`config.mk`:
```
export PLATFORM = sky130hd
export DESIGN_NAME = sat_mac
export DESIGN_NICKNAME = d
export VERILOG_FILES = /design/src/rtl/sat_mac_pkg.sv /design/src/rtl/mac_premul.sv /design/src/rtl/mac_accum.sv /design/src/rtl/mac_outsat.sv /design/src/rtl/sat_mac.sv
export SDC_FILE = /design/constraint.sdc
export NUM_CORES = 1
export LEC_CHECK = 0
export CAP_MARGIN = 20
export CORE_UTILIZATION = 55
export DETAILED_ROUTE_END_ITERATION = 16
export PLACE_DENSITY_LB_ADDON = 0.3
export SYNTH_ARGS = -nofsm -noshare
export SYNTH_HDL_FRONTEND = slang
export SYNTH_SLANG_ARGS = --single-unit
```
`constraint.sdc`:
```
create_clock -name clk_i -period 5.7 [get_ports clk_i]
set_input_delay 1.71 -clock clk_i [delete_from_list [all_inputs] [get_ports clk_i]]
set_output_delay 1.71 -clock clk_i [all_outputs]
set_load 0.05 [all_outputs]
```
`src/rtl/sat_mac_pkg.sv`:
```
package sat_mac_pkg;
  localparam int unsigned OP_W  = 16;
  localparam int unsigned ACC_W = 40;
  localparam int unsigned RES_W = 32;
endpackage

```
`src/rtl/mac_premul.sv`:
```
module mac_premul #(
  parameter int unsigned OP_W = sat_mac_pkg::OP_W,
  localparam int unsigned PRE_W  = OP_W + 1,
  localparam int unsigned PROD_W = 2 * OP_W + 1
) (
  input  logic              clk_i,
  input  logic              rst_ni,
  input  logic              valid_i,
  input  logic              clear_i,
  input  logic              sym_i,
  input  logic [OP_W-1:0]   a_i,
  input  logic [OP_W-1:0]   b_i,
  input  logic [OP_W-1:0]   m_i,
  output logic              vld_o,
  output logic              clr_o,
  output logic [PROD_W-1:0] prod_o
);
  logic [PRE_W-1:0]  pre;
  logic [PROD_W-1:0] pre_x, b_x, prod_c;

  always_comb begin
    pre = {a_i[OP_W-1], a_i};
    if (sym_i) pre = pre + {m_i[OP_W-1], m_i};
    pre_x  = {{(PROD_W-PRE_W){pre[PRE_W-1]}}, pre};
    b_x    = {{(PROD_W-OP_W){b_i[OP_W-1]}}, b_i};
    // low PROD_W bits of the product are exact for two's complement
    prod_c = pre_x * b_x;
  end

  always_ff @(posedge clk_i or negedge rst_ni) begin
    if (!rst_ni) begin
      vld_o  <= 1'b0;
      clr_o  <= 1'b0;
      prod_o <= '0;
    end else begin
      vld_o <= valid_i;
      clr_o <= valid_i & clear_i;
      if (valid_i) prod_o <= prod_c;
    end
  end

  assert_issue_R2: assert property (@(posedge clk_i) disable iff (!rst_ni)
    valid_i |=> vld_o);
  assert_clear_pass_R5: assert property (@(posedge clk_i) disable iff (!rst_ni)
    (valid_i && clear_i) |=> clr_o);
  assert_idle_R9: assert property (@(posedge clk_i) disable iff (!rst_ni)
    !valid_i |=> (!vld_o && !clr_o));
endmodule

```
`src/rtl/mac_accum.sv`:
```
module mac_accum #(
  parameter int unsigned ACC_W  = sat_mac_pkg::ACC_W,
  parameter int unsigned RES_W  = sat_mac_pkg::RES_W,
  parameter int unsigned PROD_W = 2 * sat_mac_pkg::OP_W + 1,
  localparam int unsigned SUM_W = ACC_W + 1,
  localparam int unsigned HI_W  = ACC_W - RES_W + 1
) (
  input  logic              clk_i,
  input  logic              rst_ni,
  input  logic              vld_i,
  input  logic              clr_i,
  input  logic [PROD_W-1:0] prod_i,
  output logic [ACC_W-1:0]  acc_o,
  output logic              ovf_o
);
  localparam logic [ACC_W-1:0] ACC_MAX = {1'b0, {(ACC_W-1){1'b1}}};
  localparam logic [ACC_W-1:0] ACC_MIN = {1'b1, {(ACC_W-1){1'b0}}};

  logic [SUM_W-1:0] base, addend, sum;
  logic [ACC_W-1:0] acc_nxt;
  logic [HI_W-1:0]  hi_nxt, hi_q;
  logic             out_rng;

  always_comb begin
    addend = {{(SUM_W-PROD_W){prod_i[PROD_W-1]}}, prod_i};
    base   = clr_i ? '0 : {acc_o[ACC_W-1], acc_o};
    sum    = base + addend;
    if (sum[SUM_W-1] != sum[SUM_W-2]) acc_nxt = sum[SUM_W-1] ? ACC_MIN : ACC_MAX;
    else                              acc_nxt = sum[ACC_W-1:0];
    hi_nxt  = acc_nxt[ACC_W-1:RES_W-1];
    out_rng = !((hi_nxt == '0) || (hi_nxt == '1));
  end

  always_ff @(posedge clk_i or negedge rst_ni) begin
    if (!rst_ni) begin
      acc_o <= '0;
      ovf_o <= 1'b0;
    end else if (vld_i) begin
      acc_o <= acc_nxt;
      ovf_o <= (ovf_o & ~clr_i) | out_rng;
    end
  end

  assign hi_q = acc_o[ACC_W-1:RES_W-1];

  assert_hold_R9: assert property (@(posedge clk_i) disable iff (!rst_ni)
    !vld_i |=> ($stable(acc_o) && $stable(ovf_o)));
  assert_sticky_R8: assert property (@(posedge clk_i) disable iff (!rst_ni)
    (ovf_o && !(vld_i && clr_i)) |=> ovf_o);
  assert_flag_covers_R7: assert property (@(posedge clk_i) disable iff (!rst_ni)
    !ovf_o |-> ((hi_q == '0) || (hi_q == '1)));
  assert_clamp_hi_R6: assert property (@(posedge clk_i) disable iff (!rst_ni)
    (vld_i && !clr_i && acc_o == ACC_MAX && !prod_i[PROD_W-1]) |=> acc_o == ACC_MAX);
  assert_clamp_lo_R6: assert property (@(posedge clk_i) disable iff (!rst_ni)
    (vld_i && !clr_i && acc_o == ACC_MIN && prod_i[PROD_W-1]) |=> acc_o == ACC_MIN);
endmodule

```
`src/rtl/mac_outsat.sv`:
```
module mac_outsat #(
  parameter int unsigned ACC_W = sat_mac_pkg::ACC_W,
  parameter int unsigned RES_W = sat_mac_pkg::RES_W,
  localparam int unsigned HI_W = ACC_W - RES_W + 1
) (
  input  logic [ACC_W-1:0] acc_i,
  output logic [RES_W-1:0] res_o
);
  logic [HI_W-1:0] hi;

  always_comb begin
    hi = acc_i[ACC_W-1:RES_W-1];
    if ((hi == '0) || (hi == '1)) res_o = acc_i[RES_W-1:0];
    else if (acc_i[ACC_W-1])      res_o = {1'b1, {(RES_W-1){1'b0}}};
    else                          res_o = {1'b0, {(RES_W-1){1'b1}}};
  end

  always_comb begin
    if (!acc_i[ACC_W-1] && hi != '0)
      assert_pos_clip_R7: assert (res_o == {1'b0, {(RES_W-1){1'b1}}});
    if (acc_i[ACC_W-1] && hi != '1)
      assert_neg_clip_R7: assert (res_o == {1'b1, {(RES_W-1){1'b0}}});
  end
endmodule

```
`src/rtl/sat_mac.sv`:
```
module sat_mac #(
  parameter int unsigned OP_W  = sat_mac_pkg::OP_W,
  parameter int unsigned ACC_W = sat_mac_pkg::ACC_W,
  parameter int unsigned RES_W = sat_mac_pkg::RES_W
) (
  input  logic             clk_i,
  input  logic             rst_ni,
  input  logic             valid_i,
  input  logic             clear_i,
  input  logic             sym_i,
  input  logic [OP_W-1:0]  a_i,
  input  logic [OP_W-1:0]  b_i,
  input  logic [OP_W-1:0]  m_i,
  output logic [ACC_W-1:0] acc_o,
  output logic [RES_W-1:0] res_o,
  output logic             ovf_o
);
  localparam int unsigned PROD_W = 2 * OP_W + 1;

  logic              p_vld, p_clr;
  logic [PROD_W-1:0] p_prod;

  mac_premul #(.OP_W(OP_W)) u_premul (
    .clk_i, .rst_ni, .valid_i, .clear_i, .sym_i, .a_i, .b_i, .m_i,
    .vld_o(p_vld), .clr_o(p_clr), .prod_o(p_prod)
  );

  mac_accum #(.ACC_W(ACC_W), .RES_W(RES_W), .PROD_W(PROD_W)) u_accum (
    .clk_i, .rst_ni, .vld_i(p_vld), .clr_i(p_clr), .prod_i(p_prod),
    .acc_o, .ovf_o
  );

  mac_outsat #(.ACC_W(ACC_W), .RES_W(RES_W)) u_outsat (
    .acc_i(acc_o), .res_o
  );
endmodule

```
After elaboration in Yosys (flattened, before gate mapping). Cells that the tools add are included.

Equal/unequal tests: 3. $mul: 1. Reductions and logical operators: 5. $add $sub $neg: 2. Muxes and demuxes: 6. Bitwise gates (word level): 4.

Operator list (number): 40-bit two-way mux (2); 32-bit two-way mux (2); 41-bit adder (1); 41-bit two-way mux (1); 17-bit by 16-bit multiplier with 33-bit output (1); 9-bit equality test (second input constant) (2); 9-bit zero test (2); 16-bit by 16-bit adder with 17-bit output (1); 17-bit two-way mux (1); 1-bit AND (2); 1-bit logical OR (2); 1-bit zero test (1); 1-bit inequality test (1); 1-bit inverter (1); 1-bit bitwise OR (1).

Input port bits: 53. Output and inout port bits: 73. Logic and storage cells: 26. Register bits: 76.

Depth between registers and ports, before layout. Gate-level depths: netlist (run 1).

Depth after elaboration: 8. Depth in mapped cells: 38. Gate-level depth less buffers: 38.

By module. From an unflattened synthesis (run 1), not the netlist that was laid out.

Cells, all modules: 2099. Area, all modules: 18143.7 µm².

By module, submodules not included: mac_premul (instances 1, sequential area each 875.8 µm², cells each 1462, area an instance 13165.1 µm²); mac_accum (instances 1, sequential area each 1026.0 µm², cells each 555, area an instance 4361.7 µm²); mac_outsat (instances 1, sequential area each 0.0 µm², cells each 82, area an instance 616.8 µm²).

Worst setup path before layout (run 1). Ideal clock, no wire load.

Kind: input-to-reg. Start point: input port a_i[0]. End point: register u_premul.prod_o[31]. Library setup time: 0.125 ns. Arrival: 9.406 ns. Cell stages on the path: 37. Buffers on the path: 1. Data required time: 5.575 ns. Path slack: -3.830 ns. Cell sequence: ha_1 inv_1 fa_1 nor2b_1 o21ai_0 a21oi_1 o21ai_0 a21boi_1 o21ai_0 a31o_2 o22ai_1 o21ai_1 clkbuf_1 nand2_1 fa_1 inv_1 fa_1 inv_1 fa_1 inv_1 fa_1 fa_1 inv_1 fa_1 inv_1 ha_1 a21o_1 a21o_1 a21o_1 a21o_1 a21o_1 a21oi_1 a31oi_1 o21ba_2 a21oi_1 xnor2_1 mux2_2.

Cells in the longest elaborated chain, start to end: 3.

RTL lines: start, declared (RTL line sat_mac.sv:11) `input logic [OP_W-1:0] a_i,`; 16-bit by 16-bit adder with 17-bit output (RTL line mac_premul.sv:23) `if (sym_i) pre = pre + {m_i[OP_W-1], m_i};`; 17-bit two-way mux * (RTL line mac_premul.sv:23); 17-bit by 16-bit multiplier with 33-bit output * (RTL line mac_premul.sv:27) `prod_c = pre_x * b_x;`; end signal, assigned (RTL line mac_premul.sv:38) `if (valid_i) prod_o <= prod_c;`; end, declared (RTL line mac_premul.sv:16) `output logic [PROD_W-1:0] prod_o`.

Every way passes the cells marked *; elsewhere a longest branch is shown, timed or not. A chain may end at the register's enable or synchronous reset.

Final worst setup path (run 1).
Start point: input port a_i[6]. End point: register u_premul.prod_o[25].

The elaborated chain is that of the path after synthesis.

==> key figures, run 1 <==
Outcome
  – Run status: finished, violations left
  – Violated checks: setup timing

Synth
  – Syn. warnings: 0
  – Synthesized cell area: 17,000 µm²
  – Avg Cell Area, Syn: 8.82 µm²
  – Synth top area share: 32.8%
  – Synth unique cells: 83
  – Syn nets: 2,395
  – Mapped Cells: 1,922
  – Top cells by area, synth: fa_1, dfrtp_1, ha_1
  – Post-synth EDFFs: 0
  – Yosys top cell by area: fa_1
  – Yosys reg bits: 76
  – Post-synth top flop: dfrtp_1
  – Ys async rst share: 100%
  – Post-synthesis sequential area ratio: 11.2%

Timing
  – Least-Margin Pin Slew: 0.774 ns
  – Final WS setup: -3.45 ns
  – Achievable clock frequency: ~110 MHz
  – WHS: 0.493 ns
  – Post-layout min period: around 9.1 ns
  – Hold Fails Final Rpt: 0
  – Final Skew: just under 0.009 ns
  – Unrepaired setup endpoints after global routing: yes
  – Fin. max-slew vios: 0
  – Final period util: 160%
  – Rel. slew slack: 48.4%
  – Setup violators final: 28

Clock network
  – Root buf cell: clkbuf_16
  – H-tree depth: 3
  – Post-cts hold buffer count: 0
  – Clk_lat worst skew: 0.34 ns
  – Cts bufs inserted: 9
  – CTS Sinks: 76
  – Max clock buf depth: 2
  – Clk slew on worst S/H paths: 0.06 ns
  – TritonCTS clock tree: yes

Final layout
  – Flip-flop and latch area: between 1500 and 2000 µm²
  – # fillers: 2,033
  – Area of the multi-input gates: 14,600 µm²
  – Final nets: 2,745
  – Post-Route Utilization: about three quarters
  – Non-filler cells, final: 2,668
  – Synth-to-Final Area Change: 31.2%
  – Layout cell share with drive strength beyond 1: roughly 25%

Flow run
  – Maxcap violations: 0

Die
  – Initial Util: 56.6%
  – Core Footprint: roughly 30,000 µm²
  – Row cnt: 63
  – DIE WIDTH: 178 µm
  – IO Pins: around 130
  – Die H: 178 µm
  – Die ar.: 31,500 µm²

Critical path
  – Slowest cell on the critical path: fa_1
  – Critical path class: in -> reg
  – Largest stage delay on the critical path: 0.54 ns
  – Critical Path Source Type: input pin
  – Critical Path RT: approximately 5.9 ns
  – Critical Path Most Common Cell: fa_1
  – CP max FO: 5
  – Data arrival time of the critical path: 9.37 ns
  – Crit path capture type: register

Routing
  – ANT nets after route: 0
  – Vias: 15,200
  – Final wirelength: 49.3 mm
  – Residual DRC: 0
  – Vias per std cell: 5.68
  – Wire length per cell: 18.5 µm
  – Drt first pass iters: 7
  – Starting DRT DRC Count: ~1,100

Hold path
  – Min-delay worst type: reg -> reg

GRT
  – Initial antenna violation count: 2
  – Largest net degree at the start of global routing: 80
  – Total gr overflow: 0
  – Total GRT Usage: 32.0%
  – Vias in the first global route: 16,400
  – First-pass GRT wire length: 79.6 mm

Placement
  – DP Cell Count: 2,596
  – RePlAce Congestion: ~0.9
  – # port buffers: approximately 130
  – Detailed Place HPWL: 35.9 mm
## cell type report
cell class / count / area share [%]
Antenna cell: 2 / 0.0225
Clock buffer: 11 / 1.09
Clock inverter: 4 / 0.118
Inverter: 351 / 5.97
Multi-Input combinational cell: 1416 / 65.4
Sequential cell: 76 / 8.55
Tap cell: 390 / 2.19
Timing Repair Buffer: 418 / 16.6
## layout by cell type (no fill, tap or decap), types with 14 or more instances in the layout
cell	n
inv_2	30
nand2b_1	14
nor2b_1	59
xor2_1	19
mux2_4	17
a21oi_2	15
mux2_2	21
o21ai_2	15
nand3_1	14
buf_6	39
o21ai_0	30
inv_1	316
fa_1	265
buf_4	246
clkdlybuf4s50_1	114
nor2_1	76
ha_1	114
a21o_1	67
dfrtp_1	75
and2_1	100
xnor2_1	50
ha_4	26
nand2_1	174
a21oi_1	98
## flip-flops by register name, indices dropped and copies added, names as in the netlist
name             flops
u_premul.vld_o       1
u_premul.prod_o     33
u_premul.clr_o       1
u_accum.acc_o       40
u_accum.ovf_o        1
## logic make-up (layout without fill, tap and decap cells)
logic type | count (synthesis) | count (layout) | synth area share (%)
and+or+nand+nor | 530 | 530 | 15.7
buffers and inverters | 430 | 784 | 9.84
adders and majority gates | 420 | 420 | 43.3
AOI/OAI and AO/OA | 349 | 349 | 13.3
DFF | 76 | 76 | 11.2
xor gates and xnor gates | 74 | 74 | 3.82
muxes | 43 | 43 | 2.83
other | 0 | 2 | 0
## critical path: cells and delay by family
family | cells | cell delay (ns)
adders and majority gates | 8 | 3.60
AOI/OAI and AO/OA | 14 | 2.54
buffers and inverters | 6 | 0.89
and+or+nand+nor | 2 | 0.26
muxes | 1 | 0.26
xor gates and xnor gates | 1 | 0.08
## layer usage
layer	GRT usage [%]	up-vias	share of wire [%]
li1	-	6804	-
met1	39.0	7592	39
met2	56.8	575	50
met3	4.80	189	5.9
met4	12.3	0	4.6
met5	0	-	0
## cell usage after synthesis, types with 9 or more instances
library cell and count:
a21oi_1 117, a31oi_1 11, mux2_2 38, and2_1 112, o21ai_0 48, nand3_1 18, ha_1 142, nand2b_1 17
clkbuf_1 63, dfrtp_1 76, a211oi_1 10, nor2_1 83, o21a_1 9, inv_1 349, o21bai_1 10, nand2_1 190
xnor2_1 54, o21ai_1 12, fa_1 278, xor2_1 20, nor2b_1 61, a21o_1 69
## worst paths after layout
check	from	to	slack, ns	depth (start not counted)
worst max-delay path	a_i[6]	u_premul.prod_o[25]$_DFFE_PN0P_	-3.45	32
worst min-delay path	u_premul.prod_o[10]$_DFFE_PN0P_	u_premul.prod_o[10]$_DFFE_PN0P_	0.49	1
worst max register to register	u_premul.clr_o$_DFF_PN0_	u_accum.ovf_o$_DFFE_PN0P_	0.37	22
worst min register to register	u_premul.prod_o[10]$_DFFE_PN0P_	u_premul.prod_o[10]$_DFFE_PN0P_	0.49	1
max in group asynchronous	rst_ni	u_premul.vld_o$_DFF_PN0_	3.44	2
min in group asynchronous	rst_ni	u_accum.acc_o[4]$_DFFE_PN0P_	1.31	1
## stage by stage
| stage | setup TNS [ns] | cell area (µm²) | setup WS (ns) |
|---|---|---|---|
| 2_1_floorplan | -63.67 | 17400 | -3.17 |
| 3_3_place_gp | -91.69 | 20500 | -4.02 |
| 3_5_place_dp | -95.46 | 20500 | -4.21 |
| 4_1_cts | -68.49 | 21800 | -3.29 |
| 5_1_grt | -80.97 | 22200 | -3.70 |
| 6_report | -75.35 | 22300 | -3.45 |
## what timing repair did
action,CTS,global route
pin swaps,141,55
gates cloned,1,0
gates resized for setup,215,57
endpoints found under the setup margin,29,30
buffers inserted,45,19
Power of run 1 is not shown: default switching activity piles up to over one toggle a cycle in this logic, so the estimate is an artifact.
==> run 2, diff against run 1 <==
CORE_ASPECT_RATIO = 0.7   (was default)
==> run 2 against run 1 <==
Against the previous run: critical path depth is 4 higher; global-route usage is 0.26 points lower; first-iteration DRC count shrank 1.0%; largest cell class unchanged; sequential share of layout area barely moved; final area is 0.39% higher; critical path type unchanged; wire length is 1.0% lower; register-to-register slack improved by 0.02 ns; the flow still finishes with violations (setup timing); via count fell by 1.5%; count of clock-buffer cells in the layout down 1; die area hardly changed; setup slack better by 0.20 ns.
==> key figures, run 2 (synthesized netlist as in run 1, its figures left out) <==
Outcome
  – Run status: finished, violations left
  – Violated checks: setup timing

Clock network
  – CTS Sinks: 76 (unchanged)
  – Root buf cell: clkbuf_16
  – TritonCTS clock tree: yes
  – Max clock buf depth: 2 (unchanged)
  – Cts bufs inserted: 9 (unchanged)
  – Clk_lat worst skew: 0.36 ns (+0.02 ns)
  – Post-cts hold buffer count: 0 (unchanged)
  – H-tree depth: 3 (unchanged)
  – Clk slew on worst S/H paths: 0.06 ns (about the same)

Routing
  – Wire length per cell: 18.1 µm (-1.8%)
  – Final wirelength: 48.8 mm (-1.0%)
  – Starting DRT DRC Count: 1,064 (-1.0%)
  – Residual DRC: 0 (unchanged)
  – Drt first pass iters: 7 (unchanged)
  – Vias per std cell: 5.55 (-2.3%)
  – ANT nets after route: 0 (unchanged)
  – Vias: 14,900 (-1.5%)

Flow run
  – Maxcap violations: 0 (unchanged)

Timing
  – Rel. slew slack: 38.7% (-9.7 points)
  – Setup violators final: 28 (unchanged)
  – Hold Fails Final Rpt: 0 (unchanged)
  – Achievable clock frequency: 112 MHz (+2.2%)
  – Final period util: 157% (-3.5 points)
  – Unrepaired setup endpoints after global routing: yes
  – Final WS setup: -3.24 ns (+0.201 ns)
  – Final Skew: 0.00713 ns (-0.00172 ns)
  – Post-layout min period: 8.94 ns (-0.201 ns)
  – Fin. max-slew vios: 0 (unchanged)
  – Least-Margin Pin Slew: 0.917 ns (+0.143 ns)

Final layout
  – Design Area, Final: 22,300 µm² (+0.39%)
  – Layout cell share with drive strength beyond 1: 24.5% (-0.42 points)
  – Area of the multi-input gates: 14,500 µm² (-0.39%)
  – Biggest regs: u_accum.acc_o (40), u_premul.prod_o (33)
  – # fillers: 2,136 (+5.1%)
  – Top reg by flops: u_accum.acc_o
  – Post-Route Utilization: 74.0% (-0.25 points)
  – Final nets: 2,746 (+0.036%)
  – Synth-to-Final Area Change: 31.8%
  – Max FFs per register: 40 (unchanged)
  – Commonest non-fill, non-tap cell in the layout: inv_1
  – Most frequent cells in the layout: inv_1, fa_1, buf_4
  – Diodes inserted: 0 (-2)
  – Flip-flop and latch area: 1900 µm² (about the same)

GRT
  – Vias in the first global route: 15,600 (-4.7%)
  – Total gr overflow: 0 (unchanged)
  – Largest net degree at the start of global routing: 80 (unchanged)
  – First-pass GRT wire length: 78.5 mm (-1.4%)
  – Total GRT Usage: 31.7% (-0.26 points)
  – Initial antenna violation count: 0 (-2)

Critical path
  – Reg2reg start: u_premul.clr_o$_DFF_PN0_
  – CP max FO: 8 (+3)
  – Critical Path RT: 5.94 ns (+0.02 ns)
  – Largest stage delay on the critical path: 0.58 ns (+0.04 ns)
  – FF-to-FF End: u_accum.ovf_o$_DFFE_PN0P_
  – Critical Path Source Type: input pin
  – CP startpoint: m_i[2]
  – Critical Path End: u_premul.prod_o[31]$_DFFE_PN0P_
  – Worst Reg-to-Reg Cells: 24 (+9.1%)
  – Worst reg2reg setup slack: 0.39 ns (+0.02 ns)
  – Slowest cell on the critical path: fa_2
  – Critical path class: in -> reg
  – Data arrival time of the critical path: 9.18 ns (-0.19 ns)
  – Crit path capture type: register

Placement
  – RePlAce Congestion: 0.929 (+3.1%)
  – Placement Cell Area: 20,600 µm² (+0.26%)
  – Detailed Place HPWL: 36.9 mm (+2.8%)
  – # port buffers: 125 (unchanged)

Die
  – Core Footprint: 30,200 µm² (+0.73%)
  – DIE WIDTH: 212 µm (+19%)
  – IO Pins: 126 (unchanged)
  – Row cnt: 53 (-16%)
  – Die ar.: 31,500 µm² (about the same)
  – Initial Util: 56.2% (-0.41 points)
  – Die H: 149 µm (-16%)

Hold path
  – Min-delay worst type: reg -> reg
[run 2: cell count changes in the layout (fill, tap and decap cells not counted), moves of 3 or more]
cell      delta
xnor2_1      -3
nand2_4      -3
buf_6        +6
buf_12       +4
buf_4       -10
inv_1        +4
inv_2        -3
nand2_1      +5
nand2b_1     +3
a21oi_4      -4
a21oi_2      +3
nand2b_4     -3
[run 2: area by class of cell]
type                            instances  share of cell area, %
Clock inverter                          6                  0.291
Sequential cell                        76                   8.53
Clock buffer                           10                   1.03
Multi-Input combinational cell       1417                   64.9
Inverter                              351                   5.93
Tap cell                              412                   2.31
Timing Repair Buffer                  418                   17.0
[run 2: through the flow]
stage	setup TNS [ns]	hold slack [ns]	instances	setup slack, ns
finish	-73.95	0.519	2690	-3.24
global route	-81.13	0.536	2690	-3.53
CTS	-72.53	0.517	2676	-3.33
detailed placement	-99.32	0.503	2613	-4.33
global placement	-92.56	0.483	2613	-4.05
floorplan	-63.67	0.457	1922	-3.17
[run 2: timing repair]
action / in CTS / in global routing
setup endpoints to repair: 29 / 30
buffers inserted: 50 / 17
pin swaps: 96 / 46
gates resized for setup: 188 / 65
gates cloned: 2 / 0
[run 2: worst min-delay path by stage]
stage	cells past startpoint	startpoint	slack [ns]	to
final	1	u_premul.prod_o[22]$_DFFE_PN0P_	0.52	u_premul.prod_o[22]$_DFFE_PN0P_
after global routing	2	u_premul.prod_o[18]$_DFFE_PN0P_	0.54	u_premul.prod_o[18]$_DFFE_PN0P_
after CTS	1	u_premul.prod_o[10]$_DFFE_PN0P_	0.52	u_premul.prod_o[10]$_DFFE_PN0P_
after detailed placement	1	u_premul.prod_o[10]$_DFFE_PN0P_	0.50	u_premul.prod_o[10]$_DFFE_PN0P_
after global placement	1	u_premul.prod_o[10]$_DFFE_PN0P_	0.48	u_premul.prod_o[10]$_DFFE_PN0P_
after floorplan	1	u_premul.prod_o[10]$_DFFE_PN0P_	0.46	u_premul.prod_o[10]$_DFFE_PN0P_
[run 2: metal layers]
metal  routed length, µm  part of all wire, %  vias up  track usage [%]
met1               21000                   43     7462             44.3
met2               23500                   48      563             52.7
met4                1070                  2.2        0             6.92
met5                   0                    0        -                0
li1                    -                    -     6801                -
met3                3240                  6.6      104             4.38
[run 2: critical path: cells and delay by family]
kind | cells | cell delay [ns]
buffers and inverters | 7 | 0.60
multiplexers | 1 | 0.26
adder cells (fa/ha/maj) | 8 | 3.46
AND/OR/NAND/NOR | 2 | 0.29
XOR/XNOR | 1 | 0.09
AO/OA/AOI/OAI | 17 | 2.78
Power of run 2 is left out for the same reason.
